File: src/rtl/t1_slot_mapper.sv
module t1_slot_mapper #(
  parameter int SLOT_BITS = 8,
  parameter int SLOTS     = 32,
  parameter int SKIP      = 4,
  parameter int MF_FRAMES = 12,
  localparam int CHANS    = SLOTS - SLOTS / SKIP,
  localparam int CW       = $clog2(CHANS + 1),
  localparam int FW       = $clog2(MF_FRAMES)
) (
  input  logic                 clk,
  input  logic                 rst_n,
  input  logic                 sync_mode,
  input  logic                 sync_in,
  input  logic                 ser_in,
  output logic                 chan_blk,
  output logic                 byte_vld,
  output logic [SLOT_BITS-1:0] byte_out,
  output logic [CW-1:0]        chan_idx,
  output logic [FW-1:0]        frame_idx
);
  localparam int BW = $clog2(SLOT_BITS);
  localparam int SW = $clog2(SLOTS);
  localparam logic [BW-1:0] BIT_LAST   = BW'(SLOT_BITS - 1);
  localparam logic [SW-1:0] SLOT_LAST  = SW'(SLOTS - 1);
  localparam logic [SW-1:0] SKIP_W     = SW'(SKIP);
  localparam logic [FW-1:0] FRAME_LAST = FW'(MF_FRAMES - 1);

  logic [BW-1:0]        bit_q;
  logic [SW-1:0]        slot_q;
  logic [SLOT_BITS-1:0] sh_q;

  wire skip_slot = (slot_q % SKIP_W) == '0;
  wire last_bit  = bit_q == BIT_LAST;
  wire wrap      = last_bit && (slot_q == SLOT_LAST);
  wire restart   = sync_in || wrap;
  wire take      = last_bit && !skip_slot;
  wire [SLOT_BITS-1:0] sh_next = {sh_q[SLOT_BITS-2:0], ser_in};

  assign chan_blk = skip_slot;

  always_ff @(posedge clk or negedge rst_n) begin
    if (!rst_n) begin
      bit_q     <= '0;
      slot_q    <= '0;
      sh_q      <= '0;
      frame_idx <= '0;
      byte_vld  <= 1'b0;
      byte_out  <= '0;
      chan_idx  <= '0;
    end else begin
      sh_q <= sh_next;
      if (restart) begin
        bit_q  <= '0;
        slot_q <= '0;
      end else if (last_bit) begin
        bit_q  <= '0;
        slot_q <= slot_q + 1'b1;
      end else begin
        bit_q <= bit_q + 1'b1;
      end
      if (sync_in && sync_mode)
        frame_idx <= '0;
      else if (restart)
        frame_idx <= (frame_idx == FRAME_LAST) ? '0 : frame_idx + 1'b1;
      byte_vld <= take;
      if (take) begin
        byte_out <= sh_next;
        chan_idx <= CW'(slot_q - slot_q / SKIP_W);
      end
    end
  end
endmodule

File: config.mk
export PLATFORM = sky130hd
export DESIGN_NAME = t1_slot_mapper
export DESIGN_NICKNAME = d
export VERILOG_FILES = /design/src/rtl/t1_slot_mapper.sv
export SDC_FILE = /design/constraint.sdc
export NUM_CORES = 1
export LEC_CHECK = 0
export CORE_MARGIN = 4
export CORE_UTILIZATION = 51
export CTS_CLUSTER_DIAMETER = 200
export CTS_CLUSTER_SIZE = 16
export DETAILED_ROUTE_END_ITERATION = 12
export HOLD_SLACK_MARGIN = 0.02
export PLACE_DENSITY = 0.77
export SLEW_MARGIN = 10
export SYNTH_ARGS = -nofsm -noshare
export SYNTH_HDL_FRONTEND = slang
export SYNTH_SLANG_ARGS = --single-unit
File: constraint.sdc
create_clock -name clk -period 2.2 [get_ports clk]
set_clock_uncertainty 0.2 [all_clocks]
set_input_delay 0.44 -clock clk [delete_from_list [all_inputs] [get_ports clk]]
set_output_delay 0.44 -clock clk [all_outputs]
set_load 0.02 [all_outputs]
==> out/metrics.sh, run 1 <==
BOUNDARYPINS=24
GLOBALROUTETOTALUTIL_PCT=15.23
CRIT_TYPE='register to primary output'
WHS_PATH_DEPTH=0
YS_TOP_CELLS_BY_AREA='dfrtp_1, ha_1, mux2_2'
HOLD_PATH_CLASS='register to register'
TRITONCTS_NUM_SINKS=33
REPORT.FINAL.SLEW_VIOL_COUNT=0
PLACE_AREA_MM2=0.001673
PLACE.DETAILED.HPWL_UM=1678
SYNTH_TOP_FAMILY_BY_AREA='multiplexers'
GLOBALROUTE.TOTALOVERFLOW=0
PORT-BUFFER-COUNT=23
FILLER_CELL_COUNT=200
CTS-ROOT-BUF='clkbuf_4'
STATUS='finished, final reports clean'
VDD_IR_DROP_MAX_V=0.0006993
CLK_PATH_BUF_DEPTH=2
FINAL.MIN_CLOCK_PERIOD_PS=2061
GP_CONGESTION=0.8416
PRE_CTS_SLACK_PS=188.9
POST_ROUTE_CELLS_DRIVE_ABOVE_1_SHARE_PCT=14.89
DRT_ITER0_DRC=19
GLOBAL_ROUTE.PEAK_USAGE_LAYER='met2'
FP.DIEAREA_MM2=0.003721
SYNTH.MUX.AREA_FRACTION_PCT=9.694
ROWS=18
SYNTH_TOP_AREA_CELL='dfrtp_1'
ROUTEDWLPERCELL_UM=13.28
TIMING.CRITICAL_PATH.FROM='slot_q[0]'
FINALCRITPERIODSHARE_PCT=93.70
ANTENNA_FOUND_INITIAL=0
SYNTH.YOSYS.SEQ_AREA_SHARE_PCT=57.64
FINISH.UTILIZATION_PCT=68.47
SYNTH-MAIN-FF-CELL='dfrtp_1'
CTS-BUFFERS-INSERTED=5
CTS_TREE='built'
CRITICAL_PATH.REG2REG.STARTPOINT='slot_q[0]'
H_TREE_LEVELS=2
YOSYS_WARNINGS=0
SYNTH-ADDER-AREA-SHARE_PCT=9.258
CRIT_ARRIVAL_PS=1420
WORST_SETUP_PATH_ENDPOINT='chan_blk'
SYNTHESIS.AREA_MM2=0.001433
HOLDWS_PS=178.8
LARGEST_NET_DEGREE_AT_THE_START_OF_GLOBAL_ROUTING=34
GRT_PASS1_WL_UM=3967
FINALSETUPVIOLATIONS=0
FINAL_ANTENNA_NET_COUNT=0
FINAL-HOLD-VIOLATION-COUNT=0
CLKLATENCYLATEPIN_PS=330
GLOBAL_ROUTE.USAGE.MET3_PCT=4.681
GROUTE.LAYER.MET1.USAGE_PCT=19.26
CP_SLOWEST_STAGE_DELAY_PS=430
SYNTH.TOP_CELLS.BY_COUNT='dfrtp_1, ha_1, nor2_1'
CP_DATA_REQUIRED_TIME_PS=1560
WORST_R2R_PATH_DEPTH=7
TOTAL_VIA_COUNT_IN_THE_ROUTED_DESIGN=898
FIRST_GLOBAL_VIAS=900
SYN_AVG_CELL_AREA_UM2=12.91
INITIAL_CELL_DENSITY_OF_THE_CORE_PCT=55.80
POSTCTSHOLDBUFS=0
DETAIL_ROUTE.VIAS_PER_CELL=5.251
SYNTH_FP_NETS=126
WORST-PATH-STAGES=3
FINAL_CRITICAL_PATH_SETUP_SLACK_PS=138.5
ANTENNA_CELLS_INSERTED=0
CELL_WITH_THE_MOST_INSTANCES_AFTER_SYNTHESIS='dfrtp_1'
POWER_DENSITY_mW_PER_MM2=769.7
YS_TYPES=30
ACHIEVABLE-FREQUENCY_GHz=0.4851
FINAL_NET_COUNT=155
SYNTH-SEQ-CELLS=33
AREA_GROWTH_SYN_TO_LAYOUT_PCT=22.71
DRC=0
CAP_VIOLATIONS=0
LEAKAGEPOWER_nW=0.8093
RSZ0062_AT_GRT='false'
SYNTHCELLS=111
CRITPATHBUFINV=2
XOR_AND_XNOR_FRACTION_OF_THE_MAPPED_NETLIST_AREA_PCT=3.057
DR.PASS1.ITERS=2
SLEW_HEADROOM_PCT=69.79
FF2FF_SETUP_SLACK_PS=200
SYNTH_TOP_AREA_SHARE_PCT=57.64
ASYNC_FLOP_SHARE_PCT=100.0
CP_SLOWEST_CELL='dfrtp_1'
WL_UM=2271
FINAL_AREA_MM2=0.001758
POST_CTS.REPAIR.SETUP_BUFFERS=0
WORSTSETUPSTARTPOINTTYPE='register'
WORST_SLEW_PIN_SLEW_PS=452.2
CRIT-REG2REG-CAPTURE='chan_idx[4]'
CLK_PIN_SLEW_PS=100
SYNTH_EDF_COUNT=0
FP.DIEH_UM=61
SYNTHSIMPLEGATEAREAFRAC_PCT=9.170
DIE_BOUNDARY_WIDTH_UM=61
CORE_AREA_MM2=0.002567
END_KIND='primary output'
CRIT_PATH_CELL_TRACE='inv_1 > ha_1 > dlygate4sd2_1'
GROUTE.LAYER.MET2.USAGE_PCT=22.44
SYNTH_COMPOUND_GATE_AREA_SHARE_PCT=6.376
SETUP_TOTAL_NEGATIVE_SLACK_PS=0
WORSTPATHMAXFANOUT=4
WORST_PATH_DOMINANT_CELL_FAMILY='buffers and inverters'
## cell families (layout without fill, tap and decap cells)
logic type / Yosys count / in the layout
fa+ha+maj: 10 / 10
flops: 33 / 33
compound gates: 15 / 15
xor+xnor: 5 / 5
mux: 12 / 12
simple gates: 26 / 26
buf+inv: 10 / 40
## worst reg2reg max path, cell delays in order, from the launching register on
cell,delay [ps]
dfrtp_1,430
inv_1,100
ha_1,170
inv_1,60
fa_1,400
a211oi_1,290
xnor2_1,160
a21oi_1,80
## report_power, final
group / internal [mW] / leakage [nW] / switching (mW)
clock network: 0.271 / 0.0455 / 0.193
logic: 0.0973 / 0.329 / 0.106
registers: 0.648 / 0.434 / 0.0366
## through the flow
stage | total power, mW | std cells
final | 1.353 | 171
after global routing | 1.426 | 171
after CTS | 1.368 | 171
after detailed placement | 0.9012 | 163
after global placement | 0.8953 | 163
after floorplan | 0.7958 | 111
## worst min path at each step
| stage | endpoint | startpoint |
|---|---|---|
| 6_report | sh_q[1] | sh_q[0] |
| 5_1_grt | sh_q[4] | sh_q[3] |
| 4_1_cts | sh_q[1] | sh_q[0] |
| 3_5_place_dp | sh_q[1] | sh_q[0] |
| 3_3_place_gp | sh_q[2] | sh_q[1] |
| 2_1_floorplan | bit_q[0] | rst_n |
## per-layer routing
layer	wire length, um	up-vias
li1	-	436
met1	1030	433
met2	1064	22
met3	117	7
met4	60	0
met5	0	-
## cell usage in the layout (no fill, tap or decap), types with 2 or more instances in the layout
cell             count
and2_1               2
mux2_4               2
nand3_1              2
nand2_1              6
nand2b_1             2
ha_1                 9
inv_1                7
dfrtp_1             32
xnor2_1              4
mux2_2               7
mux2i_1              3
clkbuf_4             5
o21ai_0              5
buf_4                2
a21oi_1              4
clkdlybuf4s50_1     22
nor2_1               8
## what timing repair did
item / 4_1_cts / 5_1_grt
cloned: 0 / 0
resized for setup: 1 / 1
setup endpoints to repair: 1 / 1
## cell type report
type / instances / area (um^2) / area share (%)
flip-flops and latches: 33 / 827.0 / 47.05
multi-input cells: 68 / 538.0 / 30.60
inverters: 7 / 26.28 / 1.495
well taps: 30 / 37.54 / 2.135
clock inverters: 1 / 30.03 / 1.708
repair buffers: 25 / 244.0 / 13.88
clock buffers: 7 / 55.05 / 3.132
## state kept, by name (all words and copies together) (netlist names)
name	cells
byte_out	8
chan_idx	5
byte_vld	1
frame_idx	4
sh_q	7
slot_q	5
bit_q	3
No activity file was read; power rests on OpenSTA's default activity.
==> run 2, diff against run 1 <==
--- a/config.mk
+++ b/config.mk
@@ -5,7 +5,6 @@
 export SDC_FILE = /design/constraint.sdc
 export NUM_CORES = 1
 export LEC_CHECK = 0
-export CORE_MARGIN = 4
 export CORE_UTILIZATION = 51
 export CTS_CLUSTER_DIAMETER = 200
 export CTS_CLUSTER_SIZE = 16
==> out/metrics.sh, run 2 (synthesis results as in run 1) <==
STATUS='finished, final reports clean'  # unchanged
FINAL-HOLD-VIOLATION-COUNT=0  # unchanged
POST_CTS.REPAIR.SETUP_BUFFERS=0  # unchanged
GP_CONGESTION=0.7502  # was 0.8416
SETUP_TOTAL_NEGATIVE_SLACK_PS=0  # unchanged
TOTAL_VIA_COUNT_IN_THE_ROUTED_DESIGN=876  # was 898
CAP_VIOLATIONS=0  # unchanged
CTS-ROOT-BUF='clkbuf_4'  # unchanged
POWER_DENSITY_mW_PER_MM2=693.0  # was 769.7 mW/mm^2
POST_ROUTE_CELLS_DRIVE_ABOVE_1_SHARE_PCT=14.89  # unchanged
CTS_TREE='built'  # unchanged
ROWS=18  # unchanged
HOLD_PATH_CLASS='register to register'  # unchanged
DRC=0  # unchanged
FINALSETUPVIOLATIONS=0  # unchanged
FINALCRITPERIODSHARE_PCT=93.87  # was 93.70%
TRITONCTS_NUM_SINKS=33  # unchanged
CORE_AREA_MM2=0.002567  # unchanged
ANTENNA_CELLS_INSERTED=0  # unchanged
CLK_PATH_BUF_DEPTH=2  # unchanged
ACHIEVABLE-FREQUENCY_GHz=0.4842  # was 0.4851 GHz
FIRST_GLOBAL_VIAS=829  # was 900
AREA_GROWTH_SYN_TO_LAYOUT_PCT=20.52  # was 22.71%
FINAL_ANTENNA_NET_COUNT=0  # unchanged
GLOBALROUTETOTALUTIL_PCT=17.95  # was 15.23%
PORT-BUFFER-COUNT=23  # unchanged
WORST_SLEW_PIN_SLEW_PS=449.4  # was 452.2 ps
FLIP_FLOP_COUNT_OF_THE_LARGEST_REGISTER_ALL_COPIES_AND_WORDS_ADDED=8  # unchanged
DIE_BOUNDARY_WIDTH_UM=55  # was 61 um
CTS-BUFFERS-INSERTED=5  # unchanged
RSZ0062_AT_GRT='false'  # unchanged
GRT_PASS1_WL_UM=3643  # was 3967 um
CP_DATA_REQUIRED_TIME_PS=1560  # about the same
TOP_REGISTER='byte_out'  # unchanged
LARGEST_NET_DEGREE_AT_THE_START_OF_GLOBAL_ROUTING=34  # unchanged
PLACE.DETAILED.HPWL_UM=1594  # was 1678 um
CRIT_ARRIVAL_PS=1430  # was 1420 ps
INITIAL_CELL_DENSITY_OF_THE_CORE_PCT=55.80  # unchanged
FINAL_CELL_MIX='dfrtp_1, clkdlybuf4s50_1, ha_1'  # unchanged
WL_UM=2166  # was 2271 um
DRT_ITER0_DRC=10  # was 19
DETAIL_ROUTE.VIAS_PER_CELL=5.123  # was 5.251
SLEW_HEADROOM_PCT=69.98  # was 69.79%
H_TREE_LEVELS=2  # unchanged
FP.DIEH_UM=55  # was 61 um
FP.DIEAREA_MM2=0.003025  # was 0.003721 mm^2
LEAKAGEPOWER_nW=0.7965  # was 0.8093 nW
REPORT.FINAL.SLEW_VIOL_COUNT=0  # unchanged
ANTENNA_FOUND_INITIAL=0  # unchanged
FINAL_NET_COUNT=155  # unchanged
FINISH.CELL_COUNT_WITHOUT_FILLERS=171  # unchanged
GLOBALROUTE.TOTALOVERFLOW=0  # unchanged
BOUNDARYPINS=24  # unchanged
END_KIND='primary output'  # unchanged
VDD_IR_DROP_MAX_V=0.0005785  # was 0.0006993 V
DR.PASS1.ITERS=4  # was 2
DP.CELLS=163  # unchanged
CLKLATENCYLATEPIN_PS=320  # was 330 ps
LAYOUT_TOP_REGISTERS='byte_out: 8 flops, sh_q: 7 flops'  # unchanged
MOSTFREQUENTLAYOUTCELL='dfrtp_1'  # unchanged
CLK_PIN_SLEW_PS=100  # about the same
CRIT_TYPE='register to primary output'  # unchanged
WORSTPATHMAXFANOUT=6  # was 4
FINAL.MIN_CLOCK_PERIOD_PS=2065  # was 2061 ps
WORSTSETUPSTARTPOINTTYPE='register'  # unchanged
ROUTEDWLPERCELL_UM=12.67  # was 13.28 um
[run 2: cell types whose count changed in the layout (fill, tap and decap cells not counted), sizes merged]
cell	before	now
bufinv	1	0
clkinv	0	2
clkbuf	7	5
clkinvlp	0	1
[run 2: worst paths after layout]
| check | from | endpoint | slack [ps] | cells after the start |
|---|---|---|---|---|
| worst min register to register | sh_q[0] | sh_q[1] | 180 | 0 |
| min in group asynchronous | rst_n | bit_q[1] | 310 | 2 |
| worst max-delay path | slot_q[1] | chan_blk | 130 | 3 |
| worst max register to register | slot_q[0] | chan_idx[4] | 210 | 7 |
| worst min-delay path | sh_q[0] | sh_q[1] | 180 | 0 |
| max in group asynchronous | rst_n | slot_q[2] | 1200 | 2 |
[run 2: what timing repair did]
| item | in CTS | in global routing |
|---|---|---|
| setup endpoints to repair | 1 | 0 |
| hold buffers | 0 | 0 |
| gates resized for setup | 1 | 0 |
[run 2: per-layer routing]
| layer | track usage (%) | vias to the layer above | routed length [um] |
|---|---|---|---|
| li1 | - | 431 | - |
| met1 | 21.81 | 422 | 1032 |
| met2 | 28.51 | 21 | 1005 |
| met3 | 6.011 | 2 | 109 |
| met4 | 8.750 | 0 | 19 |
| met5 | 0 | - | 0 |
[run 2: area by class of cell]
class	instances	area, um^2
inverter	7	26.28
fill	223	840.8
clock buffer	5	37.54
multi-input combinational	68	538.0
timing repair buffer	25	244.0
clock inverter	3	17.52
tap	30	37.54
sequential	33	825.8
[run 2: power by group]
part / leakage (nW) / internal [mW] / switching, mW
clock network: 0.0310 / 0.120 / 0.191
logic: 0.329 / 0.0970 / 0.102
registers: 0.436 / 0.648 / 0.0377
[run 2: critical path: stages (launching register included)]
cell and delay [ps]:
dfrtp_1 490, inv_1 70, ha_1 220, dlygate4sd2_1 330
[run 2: per-stage QoR]
step	power [mW]	setup WS [ps]	utilization, %	area, um^2	hold WS [ps]
floorplan	0.7958	351.7	-	1433	-55.59
global placement	0.8941	232.9	65.16	1673	150.1
detailed placement	0.8986	192.6	65.16	1673	163.3
CTS	1.214	105.9	67.25	1727	186.2
global route	1.267	33.76	67.25	1727	191.4
finish	1.197	134.9	67.25	1727	181.2
==> run 3, diff against run 2 <==
--- a/config.mk
+++ b/config.mk
@@ -7,7 +7,6 @@
 export LEC_CHECK = 0
 export CORE_UTILIZATION = 51
 export CTS_CLUSTER_DIAMETER = 200
-export CTS_CLUSTER_SIZE = 16
 export DETAILED_ROUTE_END_ITERATION = 12
 export HOLD_SLACK_MARGIN = 0.02
 export PLACE_DENSITY = 0.77
==> results of run 3 <==
Final layout, timing and power as in run 2 (identical DEF).
